### config.mk
export PLATFORM = sky130hd
export DESIGN_NAME = ewc_bit_validator
export DESIGN_NICKNAME = d
export VERILOG_FILES = /design/src/rtl/ewc_pkg.sv /design/src/rtl/ewc_edge_sync.sv /design/src/rtl/ewc_interval_timer.sv /design/src/rtl/ewc_seq_ctrl.sv /design/src/rtl/ewc_bit_validator.sv
export SDC_FILE = /design/constraint.sdc
export NUM_CORES = 1
export LEC_CHECK = 0
export CAP_MARGIN = 10
export CORE_ASPECT_RATIO = 1.5
export CORE_MARGIN = 10
export CORE_UTILIZATION = 45
export DETAILED_ROUTE_END_ITERATION = 6
export PLACE_DENSITY = 0.7
export SYNTH_ARGS = -nofsm -noshare
export SYNTH_HDL_FRONTEND = slang
export SYNTH_HIERARCHICAL = 1
export SYNTH_SLANG_ARGS = --single-unit
### constraint.sdc
create_clock -name clk -period 6.4 [get_ports clk]
set_clock_uncertainty 0.05 [all_clocks]
set_input_delay 1.6 -clock clk [delete_from_list [all_inputs] [get_ports clk]]
set_output_delay 1.6 -clock clk [all_outputs]
set_load 0.01 [all_outputs]
### src/rtl/ewc_pkg.sv
package ewc_pkg;

  parameter int unsigned CW = 6;
  parameter int unsigned GW = 5;

  typedef logic [CW-1:0] cnt_t;
  typedef logic [GW-1:0] gap_t;

  typedef enum logic [2:0] {
    ST_IDLE  = 3'd0,
    ST_BLANK = 3'd1,
    ST_ARM   = 3'd2,
    ST_CHECK = 3'd3,
    ST_RECV  = 3'd4
  } ewc_state_e;

  // gaps required = two half-bit gaps per qualified bit
  function automatic gap_t gaps_needed(input logic [1:0] sel);
    case (sel)
      2'd0:    gaps_needed = gap_t'(6);
      2'd1:    gaps_needed = gap_t'(12);
      default: gaps_needed = gap_t'(18);
    endcase
  endfunction

  function automatic logic gap_too_short(input cnt_t cnt, input cnt_t lo);
    gap_too_short = (cnt < lo);
  endfunction

  function automatic logic gap_at_ceiling(input cnt_t cnt, input cnt_t hi);
    gap_at_ceiling = ({1'b0, cnt} + {{CW{1'b0}}, 1'b1}) >= {1'b0, hi};
  endfunction

endpackage

### src/rtl/ewc_edge_sync.sv
module ewc_edge_sync #(
  parameter int STAGES = 2
) (
  input  logic clk,
  input  logic rst_n,
  input  logic din,
  output logic level_o,
  output logic edge_o
);
  logic [STAGES-1:0] chain_q;
  logic              last_q;

  generate
    if (STAGES == 1) begin : g_one
      always_ff @(posedge clk or negedge rst_n)
        if (!rst_n) chain_q <= '0;
        else        chain_q <= din;
    end else begin : g_many
      always_ff @(posedge clk or negedge rst_n)
        if (!rst_n) chain_q <= '0;
        else        chain_q <= {chain_q[STAGES-2:0], din};
    end
  endgenerate

  always_ff @(posedge clk or negedge rst_n)
    if (!rst_n) last_q <= 1'b0;
    else        last_q <= chain_q[STAGES-1];

  assign level_o = chain_q[STAGES-1];
  assign edge_o  = chain_q[STAGES-1] ^ last_q;

endmodule

### src/rtl/ewc_interval_timer.sv
module ewc_interval_timer
  import ewc_pkg::*;
(
  input  logic clk,
  input  logic rst_n,
  input  logic clear_i,
  input  logic load_one_i,
  input  logic step_i,
  output cnt_t cnt_o
);
  cnt_t cnt_q;

  always_ff @(posedge clk or negedge rst_n)
    if (!rst_n)          cnt_q <= '0;
    else if (clear_i)    cnt_q <= '0;
    else if (load_one_i) cnt_q <= cnt_t'(1);
    else if (step_i)     cnt_q <= cnt_q + cnt_t'(1);

  assign cnt_o = cnt_q;


  step_by_one_chk: assert property (@(posedge clk) disable iff (!rst_n)
    (step_i && !clear_i && !load_one_i) |=> (cnt_q == $past(cnt_q) + cnt_t'(1)));

endmodule

### src/rtl/ewc_seq_ctrl.sv
module ewc_seq_ctrl
  import ewc_pkg::*;
#(
  parameter int STARTUP_TICKS = 6
) (
  input  logic       clk,
  input  logic       rst_n,
  input  logic       en_i,
  input  logic       tick_i,
  input  logic       edge_i,
  input  cnt_t       lo_i,
  input  cnt_t       hi_i,
  input  logic [1:0] sel_i,
  input  cnt_t       cnt_i,
  output logic       clear_o,
  output logic       load_one_o,
  output logic       step_o,
  output logic       pass_o,
  output logic       fail_o,
  output logic       busy_o
);
  localparam int SW = $clog2(STARTUP_TICKS + 1);

  ewc_state_e st_q, st_d;
  logic [SW-1:0] blank_q, blank_d;
  gap_t gaps_q, gaps_d;
  logic pass_q, pass_d, fail_q, fail_d;

  // named events for assertions
  logic evt_short, evt_long, evt_accept, evt_last;
  gap_t need;

  assign need       = gaps_needed(sel_i);
  assign evt_short  = (st_q == ST_CHECK) && edge_i && gap_too_short(cnt_i, lo_i);
  assign evt_accept = (st_q == ST_CHECK) && edge_i && !gap_too_short(cnt_i, lo_i);
  assign evt_long   = (st_q == ST_CHECK) && !edge_i && tick_i && gap_at_ceiling(cnt_i, hi_i);
  assign evt_last   = evt_accept && ((gaps_q + gap_t'(1)) == need);

  always_comb begin
    st_d       = st_q;
    blank_d    = blank_q;
    gaps_d     = gaps_q;
    pass_d     = 1'b0;
    fail_d     = 1'b0;
    clear_o    = 1'b0;
    load_one_o = 1'b0;
    step_o     = 1'b0;
    if (!en_i) begin
      st_d    = ST_IDLE;
      clear_o = 1'b1;
    end else begin
      case (st_q)
        ST_IDLE: begin
          st_d    = ST_BLANK;
          blank_d = '0;
          clear_o = 1'b1;
        end
        ST_BLANK: begin
          clear_o = 1'b1;
          if (tick_i) begin
            if (blank_q == SW'(STARTUP_TICKS - 1)) st_d = ST_ARM;
            else                                   blank_d = blank_q + SW'(1);
          end
        end
        ST_ARM: begin
          if (edge_i) begin
            load_one_o = 1'b1;
            gaps_d     = '0;
            st_d       = ST_CHECK;
          end
        end
        ST_CHECK: begin
          if (evt_short || evt_long) begin
            fail_d  = 1'b1;
            clear_o = 1'b1;
            st_d    = ST_IDLE;
          end else if (evt_accept) begin
            load_one_o = 1'b1;
            if (evt_last) begin
              pass_d = 1'b1;
              st_d   = ST_RECV;
            end else begin
              gaps_d = gaps_q + gap_t'(1);
            end
          end else if (tick_i) begin
            step_o = 1'b1;
          end
        end
        ST_RECV: st_d = ST_RECV;
        default: begin
          st_d    = ST_IDLE;
          clear_o = 1'b1;
        end
      endcase
    end
  end

  always_ff @(posedge clk or negedge rst_n)
    if (!rst_n) begin
      st_q    <= ST_IDLE;
      blank_q <= '0;
      gaps_q  <= '0;
      pass_q  <= 1'b0;
      fail_q  <= 1'b0;
    end else begin
      st_q    <= st_d;
      blank_q <= blank_d;
      gaps_q  <= gaps_d;
      pass_q  <= pass_d;
      fail_q  <= fail_d;
    end

  assign pass_o = pass_q;
  assign fail_o = fail_q;
  assign busy_o = (st_q == ST_BLANK) || (st_q == ST_ARM) || (st_q == ST_CHECK);


  pass_fail_excl_chk: assert property (@(posedge clk) disable iff (!rst_n)
    !(pass_q && fail_q));


  below_ceiling_chk: assert property (@(posedge clk) disable iff (!rst_n)
    (st_q == ST_CHECK && $stable(hi_i)) |-> (cnt_i < hi_i));


  pass_to_recv_chk: assert property (@(posedge clk) disable iff (!rst_n)
    pass_q |-> (st_q == ST_RECV));


  fail_to_idle_chk: assert property (@(posedge clk) disable iff (!rst_n)
    fail_q |-> (st_q == ST_IDLE && cnt_i == '0));


  disable_idle_chk: assert property (@(posedge clk) disable iff (!rst_n)
    !en_i |=> (st_q == ST_IDLE));


  blank_zero_chk: assert property (@(posedge clk) disable iff (!rst_n)
    (st_q == ST_BLANK) |-> (cnt_i == '0 && !fail_q));

endmodule

### src/rtl/ewc_bit_validator.sv
module ewc_bit_validator
  import ewc_pkg::*;
#(
  parameter int STARTUP_TICKS = 6,
  parameter int SYNC_STAGES   = 2
) (
  input  logic       clk,
  input  logic       rst_n,
  input  logic       enable,
  input  logic       rx_data,
  input  logic       tick,
  input  logic [5:0] lim_lo,
  input  logic [5:0] lim_hi,
  input  logic [1:0] bits_sel,
  output logic       check_pass,
  output logic       check_fail,
  output logic       busy,
  output logic [5:0] interval_count
);
  logic rx_level, rx_edge;
  logic clr, ld1, stp;
  cnt_t cnt;

  ewc_edge_sync #(.STAGES(SYNC_STAGES)) u_sync (
    .clk     (clk),
    .rst_n   (rst_n),
    .din     (rx_data),
    .level_o (rx_level),
    .edge_o  (rx_edge)
  );

  ewc_interval_timer u_timer (
    .clk        (clk),
    .rst_n      (rst_n),
    .clear_i    (clr),
    .load_one_i (ld1),
    .step_i     (stp),
    .cnt_o      (cnt)
  );

  ewc_seq_ctrl #(.STARTUP_TICKS(STARTUP_TICKS)) u_ctrl (
    .clk        (clk),
    .rst_n      (rst_n),
    .en_i       (enable),
    .tick_i     (tick),
    .edge_i     (rx_edge),
    .lo_i       (cnt_t'(lim_lo)),
    .hi_i       (cnt_t'(lim_hi)),
    .sel_i      (bits_sel),
    .cnt_i      (cnt),
    .clear_o    (clr),
    .load_one_o (ld1),
    .step_o     (stp),
    .pass_o     (check_pass),
    .fail_o     (check_fail),
    .busy_o     (busy)
  );

  assign interval_count = 6'(cnt);

  logic unused_level;
  assign unused_level = rx_level;

endmodule

==> qor.csv, run 1 <==
stage,metric,value,unit
run_status,status,"complete, no violations",
sta,min Tclk post-route,4530,ps
logic_synthesis,Post-Syn Area,0.00160,sq mm
final_layout,"Area growth, synth to finish",23.6,%
detailed_routing,post-route antenna net violation count,0,
power,Sw Ratio,25.3,%
global_route,vias in the first global route,1437,
logic_synthesis,sequential element share of the synthesized area,34.3,%
logic_synthesis,async set-reset flop share out of synthesis,100,%
worst_setup_path,crit path DAT,4660,ps
global_route,grt met2 use,22.5,%
final_layout,fill count,315,
final_layout,FF+latch area,551,sq um
floorplan,Core Rows,26,
sta,Final period util,70.8,%
worst_setup_path,Crit-path slowest cell,nor4b_1,
worst_setup_path,nature of the critical path endpoint,flip-flop,
global_route,initial antenna violation count,0,
detailed_routing,drt total wl,3810,um
power,Leak,0.925,nW
logic_synthesis,commonest register cell after synthesis,dfrtp_1,
floorplan,Ports,28,
global_route,grt total ovfl,0,
clocking,"Reg clk slew, reported paths",80,ps
logic_synthesis,number of synthesized flops with an enable pin,0,
global_route,GRT met1 Usage,13.5,%
global_route,first-pass GRT wire length,6470,um
sta,Hold Fails Final Rpt,0,
clocking,clk sinks,22,
hold_path,Hold EP,u_sync/chain_q[1]$_DFF_PN0_,
floorplan,Die Wd,68.7,um
clocking,Post-CTS Setup Bufs,0,
clocking,Num CTS Buffers,3,
flow_run,maxcap violations,0,
worst_setup_path,crit path cell chain,"clkdlybuf4s50_1, inv_1, ha_1, a21oi_1, o221ai_1, a41oi_1, nor3_1, nor4b_1, nand4_2, or3_1, a21oi_1",
power,Comb pwr share,19.1,%
place,Area after DPL,0.00191,sq mm
sta,max_slew headroom,34.2,%
global_route,gr usage total,12.4,%
place,hpwl dp,3080,um
detailed_routing,DR DRC count,0,
final_layout,n_diodes,0,
logic_synthesis,#FFs+latches synth,22,
worst_setup_path,Critical Path RT,6530,ps
power,Worst VDD drop,0.150,mV
worst_setup_path,CP dominant cell by count,a21oi_1,
floorplan,die area,0.00640,sq mm
worst_setup_path,slowest cell delay on critical path,850,ps
worst_setup_path,worst r2r dst,u_timer/cnt_o[5]$_DFFE_PN0P_,
final_layout,Finished Cell Area,0.00198,sq mm
sta,Fmax,221,MHz
clocking,# resized after CTS,0,
worst_setup_path,Critical path origin,lim_hi[4],
sta,Least-Margin Pin Slew,974,ps
logic_synthesis,Synth Instances,174,
power,Cell Pwr Density,182,mW/mm^2
power,sw power,0.0910,mW
final_layout,Final Net Count,239,
detailed_routing,vias post-DR,1340,
worst_setup_path,reg2reg start,u_timer/cnt_o[0]$_DFFE_PN0P_,
place,port bufs,27,
detailed_routing,Vias/cell,5.47,
floorplan,Starting Density,46.9,%
power,design internal power,0.269,mW
sta,RSZ-0062 raised after global routing,no,
global_route,grt peak-use layer,met2,
worst_setup_path,WS Path Type,primary input to flip-flop,
global_route,largest net degree at the start of global routing,23,
clocking,CTS tree,yes,
logic_synthesis,syn_area_per_cell,9.21,sq um
logic_synthesis,syn_nets,209,
place,routability cong.,0.825,
clocking,Post-CTS Hold Fix Bufs,0,
hold_path,Hold Path Class,flip-flop to flip-flop,
logic_synthesis,Netlist cell types,50,
sta,Final Setup Violations,0,
hold_path,hold depth,0,
final_layout,area of the multi-input gates,972,sq um
worst_setup_path,CP startpoint kind,primary input,
hold_path,hold path startpoint,u_sync/chain_q[0]$_DFF_PN0_,
sta,"Slew Viols, Final",0,
worst_setup_path,"Buf+Inv Stages, Crit Path",2,
final_layout,share of cells above drive strength 1,9.36,%
power,Clock power frac,35.5,%
power,register share of total power,45.4,%
worst_setup_path,FF-to-FF path depth,12,
floorplan,die height,93.1,um
worst_setup_path,Top delay family on crit path,simple AND/OR/NAND/NOR gates,
sta,Setup TNS,0,ps
clocking,Root Driver,clkbuf_8,
clocking,clk buf depth,2,
worst_setup_path,R2R Setup Slk,2600,ps
floorplan,core box area,0.00342,sq mm
worst_setup_path,Crit Path Max Fanout,5,
final_layout,Final Util,58.0,%
logic_synthesis,Syn. warnings,6,
detailed_routing,iteration count of the initial detailed-routing pass,4,
global_route,global routing usage on met3,2.15,%
clocking,H-tree depth,1,
detailed_routing,post-DR wirelength/cell,15.5,um
clocking,"Clk Latency, worst-skew pair",260,ps
detailed_routing,Iter 0 DRT Violations,37,
cells by family after synthesis:
| family | count (synthesis) | share of synthesized area [%] |
|---|---|---|
| compound gates | 35 | 15.6 |
| flops | 22 | 34.3 |
| buf+inv | 19 | 5.00 |
| fa+ha+maj | 16 | 12.5 |
| xor+xnor | 13 | 7.10 |
| simple gates | 66 | 23.5 |
| mux | 3 | 1.95 |
Yosys cell counts (2+ instances only):
library cell	count	area (sq um)
xnor2_1	3	26.3
nand2b_1	2	12.5
o21ai_0	6	30.0
and2_4	2	17.5
nand2_1	14	52.6
nor3_1	5	25.0
dfrtp_1	22	551
xor2_1	10	87.6
nor2_1	14	52.6
inv_1	17	63.8
a32o_1	2	20.0
ha_1	16	200
nand4_1	3	18.8
a31oi_1	2	12.5
nor2b_1	5	31.3
a21oi_1	8	40.0
mux2i_1	2	20.0
nand3_1	9	45.0
placed cells by master (no fill, tap or decap), types with 2 or more instances in the layout:
master	synthesis	final
xor2_1	10	10
nor2_1	14	14
a31oi_1	2	2
nand2_1	14	14
clkdlybuf4s50_1	0	27
nor2b_1	5	5
dfrtp_1	22	22
mux2i_1	2	2
nor3_1	5	5
a32o_1	2	2
clkbuf_8	0	3
o21ai_0	6	6
xnor2_1	3	3
nand3_1	9	9
a21oi_1	8	8
nand2b_1	2	2
inv_1	17	17
and2_4	2	2
nand4_1	3	3
ha_1	16	16
worst max-delay path by stage:
stage                                         to  slack (ps)  cells past startpoint
CTS                 u_timer/cnt_o[5]$_DFFE_PN0P_        1870                     11
finish              u_timer/cnt_o[5]$_DFFE_PN0P_        1870                     11
detailed placement  u_timer/cnt_o[5]$_DFFE_PN0P_        1590                     11
floorplan           u_timer/cnt_o[5]$_DFFE_PN0P_        2420                     10
global route        u_timer/cnt_o[5]$_DFFE_PN0P_        1630                     11
global placement    u_timer/cnt_o[5]$_DFFE_PN0P_        1810                     11
worst register-to-register path, delay by kind of cell (launching register included):
family                   cells  cell delay (ps)
AO/OA/AOI/OAI                4              670
XOR/XNOR                     1              170
adder cells (fa/ha/maj)      2              560
flip-flops                   1              540
AND/OR/NAND/NOR              5             1740
routing by layer:
metal,routed length [um],part of all wire [%],up-vias
met4,56,1.5,0
met5,0,0,-
li1,-,-,669
met1,1550,41,639
met3,199,5.2,6
met2,2000,53,26
power groups by stage:
| stage | clock network (mW) | logic (mW) | registers [mW] |
|---|---|---|---|
| final | 0.128 | 0.0687 | 0.163 |
| after global routing | 0.138 | 0.0776 | 0.166 |
| after CTS | 0.131 | 0.0693 | 0.163 |
| after detailed placement | 0 | 0.0687 | 0.166 |
| after global placement | 0 | 0.0653 | 0.165 |
| after floorplan | 0 | 0.0417 | 0.163 |
through the flow:
step,std cells,hold slack (ps),worst slack (ps),power [mW]
after floorplan,174,281,2420,0.205
after global placement,241,285,1810,0.230
after detailed placement,241,286,1590,0.235
after CTS,245,305,1870,0.364
after global routing,245,325,1630,0.382
final,245,303,1870,0.360
cell type report:
cell class | instances | area share (%)
clock buffer | 3 | 2.08
clock inverter | 1 | 1.52
inverter | 17 | 3.22
multi-input combinational | 133 | 49.1
sequential | 22 | 27.8
tap | 42 | 2.65
timing repair buffer | 27 | 13.6
registers in the layout (all words and copies together) (netlist names):
name and cells:
u_timer/cnt_o 6, u_ctrl/gaps_q 5, u_ctrl/blank_q 3, u_ctrl/st_q 3, u_sync/chain_q 2, u_ctrl/fail_o 1
u_ctrl/pass_o 1, u_sync/last_q 1
No activity file was read; power rests on OpenSTA's default activity.
==> inputs of run 2 (changes only) <==
- clock period: 6.4 -> 4.6 ns (I/O delays scaled with it)
==> qor.csv, run 2 (same netlist as run 1, synthesis figures left out) <==
stage,metric,value,unit,change
final_layout,Final Net Count,240,,+0.42%
detailed_routing,iteration count of the initial detailed-routing pass,4,,unchanged
worst_setup_path,Crit-path slowest cell,clkdlybuf4s50_1,,
hold_path,Hold Path Class,flip-flop to flip-flop,,
floorplan,Core Rows,26,,unchanged
sta,Hold Fails Final Rpt,0,,unchanged
final_layout,"most common cell after layout, fill and taps aside",clkdlybuf4s50_1,,
detailed_routing,DR DRC count,0,,unchanged
sta,"Slew Viols, Final",0,,unchanged
clocking,CTS tree,yes,,
sta,Least-Margin Pin Slew,991,ps,+17.1 ps
global_route,grt total ovfl,0,,unchanged
floorplan,Starting Density,46.9,%,unchanged
worst_setup_path,CP startpoint kind,primary input,,
power,register share of total power,45.5,%,about the same
worst_setup_path,CP dominant cell by count,a21oi_1,,
flow_run,maxcap violations,0,,unchanged
power,Worst VDD drop,0.188,mV,+25%
detailed_routing,post-route antenna net violation count,0,,unchanged
floorplan,die area,0.00640,sq mm,unchanged
global_route,grt peak-use layer,met2,,
global_route,first-pass GRT wire length,6280,um,-2.9%
final_layout,final std cells w/o fill,246,,+0.41%
worst_setup_path,crit path cell chain,"clkdlybuf4s50_1, inv_1, ha_1, a21oi_1, o221ai_1, a41oi_1, nor3_1, nor4b_1, buf_4, nand4_2, or3_1, a21oi_1",,
global_route,grt met2 use,22.1,%,-0.31 points
final_layout,max reg flops,6,,unchanged
global_route,global routing usage on met3,2.15,%,unchanged
global_route,initial antenna violation count,0,,unchanged
worst_setup_path,Crit Path Max Fanout,5,,unchanged
global_route,vias in the first global route,1443,,+0.42%
clocking,clk sinks,22,,unchanged
worst_setup_path,slowest cell delay on critical path,450,ps,-400 ps
clocking,"Clk Latency, worst-skew pair",260,ps,about the same
detailed_routing,Iter 0 DRT Violations,40,,+8.1%
clocking,clk buf depth,2,,unchanged
power,design internal power,0.374,mW,+39%
global_route,gr usage total,12.0,%,-0.42 points
floorplan,core box area,0.00342,sq mm,unchanged
power,Sw Ratio,25.1,%,-0.17 points
sta,Final Setup Violations,0,,unchanged
sta,min Tclk post-route,3600,ps,
run_status,status,"complete, no violations",,
place,port bufs,27,,unchanged
detailed_routing,drt total wl,3660,um,-3.9%
place,dpl cells,242,,+0.41%
clocking,H-tree depth,1,,unchanged
global_route,largest net degree at the start of global routing,23,,unchanged
floorplan,Ports,28,,unchanged
clocking,Num CTS Buffers,3,,unchanged
floorplan,die height,93.1,um,unchanged
final_layout,area of the multi-input gates,972,sq um,unchanged
power,Cell Pwr Density,251,mW/mm^2,+38%
clocking,"Reg clk slew, reported paths",80,ps,about the same
detailed_routing,vias post-DR,1396,,+4.2%
final_layout,FF+latch area,551,sq um,unchanged
place,hpwl dp,3000,um,-2.6%
power,Pwr Total,0.500,mW,+39%
sta,Final period util,78.2,%,
worst_setup_path,crit path DAT,3740,ps,-920 ps
power,sw power,0.126,mW,+38%
power,Comb pwr share,19.3,%,+0.2 points
power,Leak,0.930,nW,+0.59%
floorplan,Die Wd,68.7,um,unchanged
sta,max_slew headroom,33.7,%,-0.44 points
final_layout,"commonest non-fill, non-tap cells in the layout","27 x clkdlybuf4s50_1, 22 x dfrtp_1, 17 x inv_1, 16 x ha_1",,
final_layout,"Area growth, synth to finish",24.0,%,
place,routability cong.,0.827,,+0.22%
power,Clock power frac,35.2,%,-0.3 points
clocking,Post-CTS Hold Fix Bufs,0,,unchanged
clocking,Root Driver,clkbuf_8,,
worst_setup_path,WS Path Type,primary input to flip-flop,,
detailed_routing,post-DR wirelength/cell,14.9,um,-4.3%
place,Placement Setup Slack,712,ps,-876 ps
final_layout,fill count,324,,+2.9%
global_route,GRT met1 Usage,12.8,%,-0.69 points
final_layout,n_diodes,0,,unchanged
worst_setup_path,Critical Path RT,4740,ps,-1790 ps
clocking,# resized after CTS,0,,unchanged
worst_setup_path,nature of the critical path endpoint,flip-flop,,
sta,RSZ-0062 raised after global routing,no,,
detailed_routing,Vias/cell,5.67,,+3.8%
final_layout,share of cells above drive strength 1,9.80,%,+0.44 points
sta,Setup TNS,0,ps,unchanged
sta,Fmax,278,MHz,
clocking,Post-CTS Setup Bufs,0,,unchanged
sta,post-route setup slack,1000,ps,-869 ps
run 2: cell types whose count changed in the layout (fill, tap and decap cells not counted), sizes merged:
| cell | previous run | this run |
|---|---|---|
| buf | 0 | 1 |
run 2: power groups by stage:
stage	clock (mW)	sequential (mW)	combinational, mW
2_1_floorplan	0	0.227	0.0580
3_3_place_gp	0	0.229	0.0908
3_5_place_dp	0	0.231	0.0965
4_1_cts	0.182	0.227	0.0972
5_1_grt	0.190	0.230	0.110
6_report	0.176	0.227	0.0964
run 2: area by class of cell:
class	instances	share of cell area, %
Clock inverter	1	1.51
Clock buffer	3	2.08
Sequential cell	22	27.7
Multi-Input combinational cell	133	48.9
Timing Repair Buffer	28	14.0
Tap cell	42	2.64
Inverter	17	3.21
run 2: worst max-delay path: cells and delay by family:
family | cells | cell delay, ps
compound gates | 4 | 650
fa+ha+maj | 1 | 310
buf+inv | 3 | 690
simple gates | 4 | 940
run 2: per-layer routing:
metal	wire (um)	up-vias
li1	-	678
met1	1480	681
met3	224	4
met4	40	0
met5	0	-
met2	1920	33
run 2: metrics by stage:
stage,cell area (sq um),util (%),hold slack (ps)
floorplan,1600,-,281
global placement,1920,56.1,285
detailed placement,1920,56.1,296
CTS,1990,58.2,315
global route,1990,58.2,324
finish,1990,58.2,309
run 2: final timing paths:
kind	slack (ps)	startpoint	cells after the start	end
setup reg to reg	1290	u_timer/cnt_o[0]$_DFFE_PN0P_	13	u_timer/cnt_o[5]$_DFFE_PN0P_
hold / removal	310	u_sync/chain_q[0]$_DFF_PN0_	0	u_sync/chain_q[1]$_DFF_PN0_
hold reg to reg	310	u_sync/chain_q[0]$_DFF_PN0_	0	u_sync/chain_q[1]$_DFF_PN0_
min in group asynchronous	1390	rst_n	1	u_ctrl/gaps_q[4]$_DFFE_PN0P_
max in group asynchronous	2520	rst_n	1	u_ctrl/pass_o$_DFF_PN0_
setup / recovery	1000	lim_hi[4]	12	u_timer/cnt_o[5]$_DFFE_PN0P_
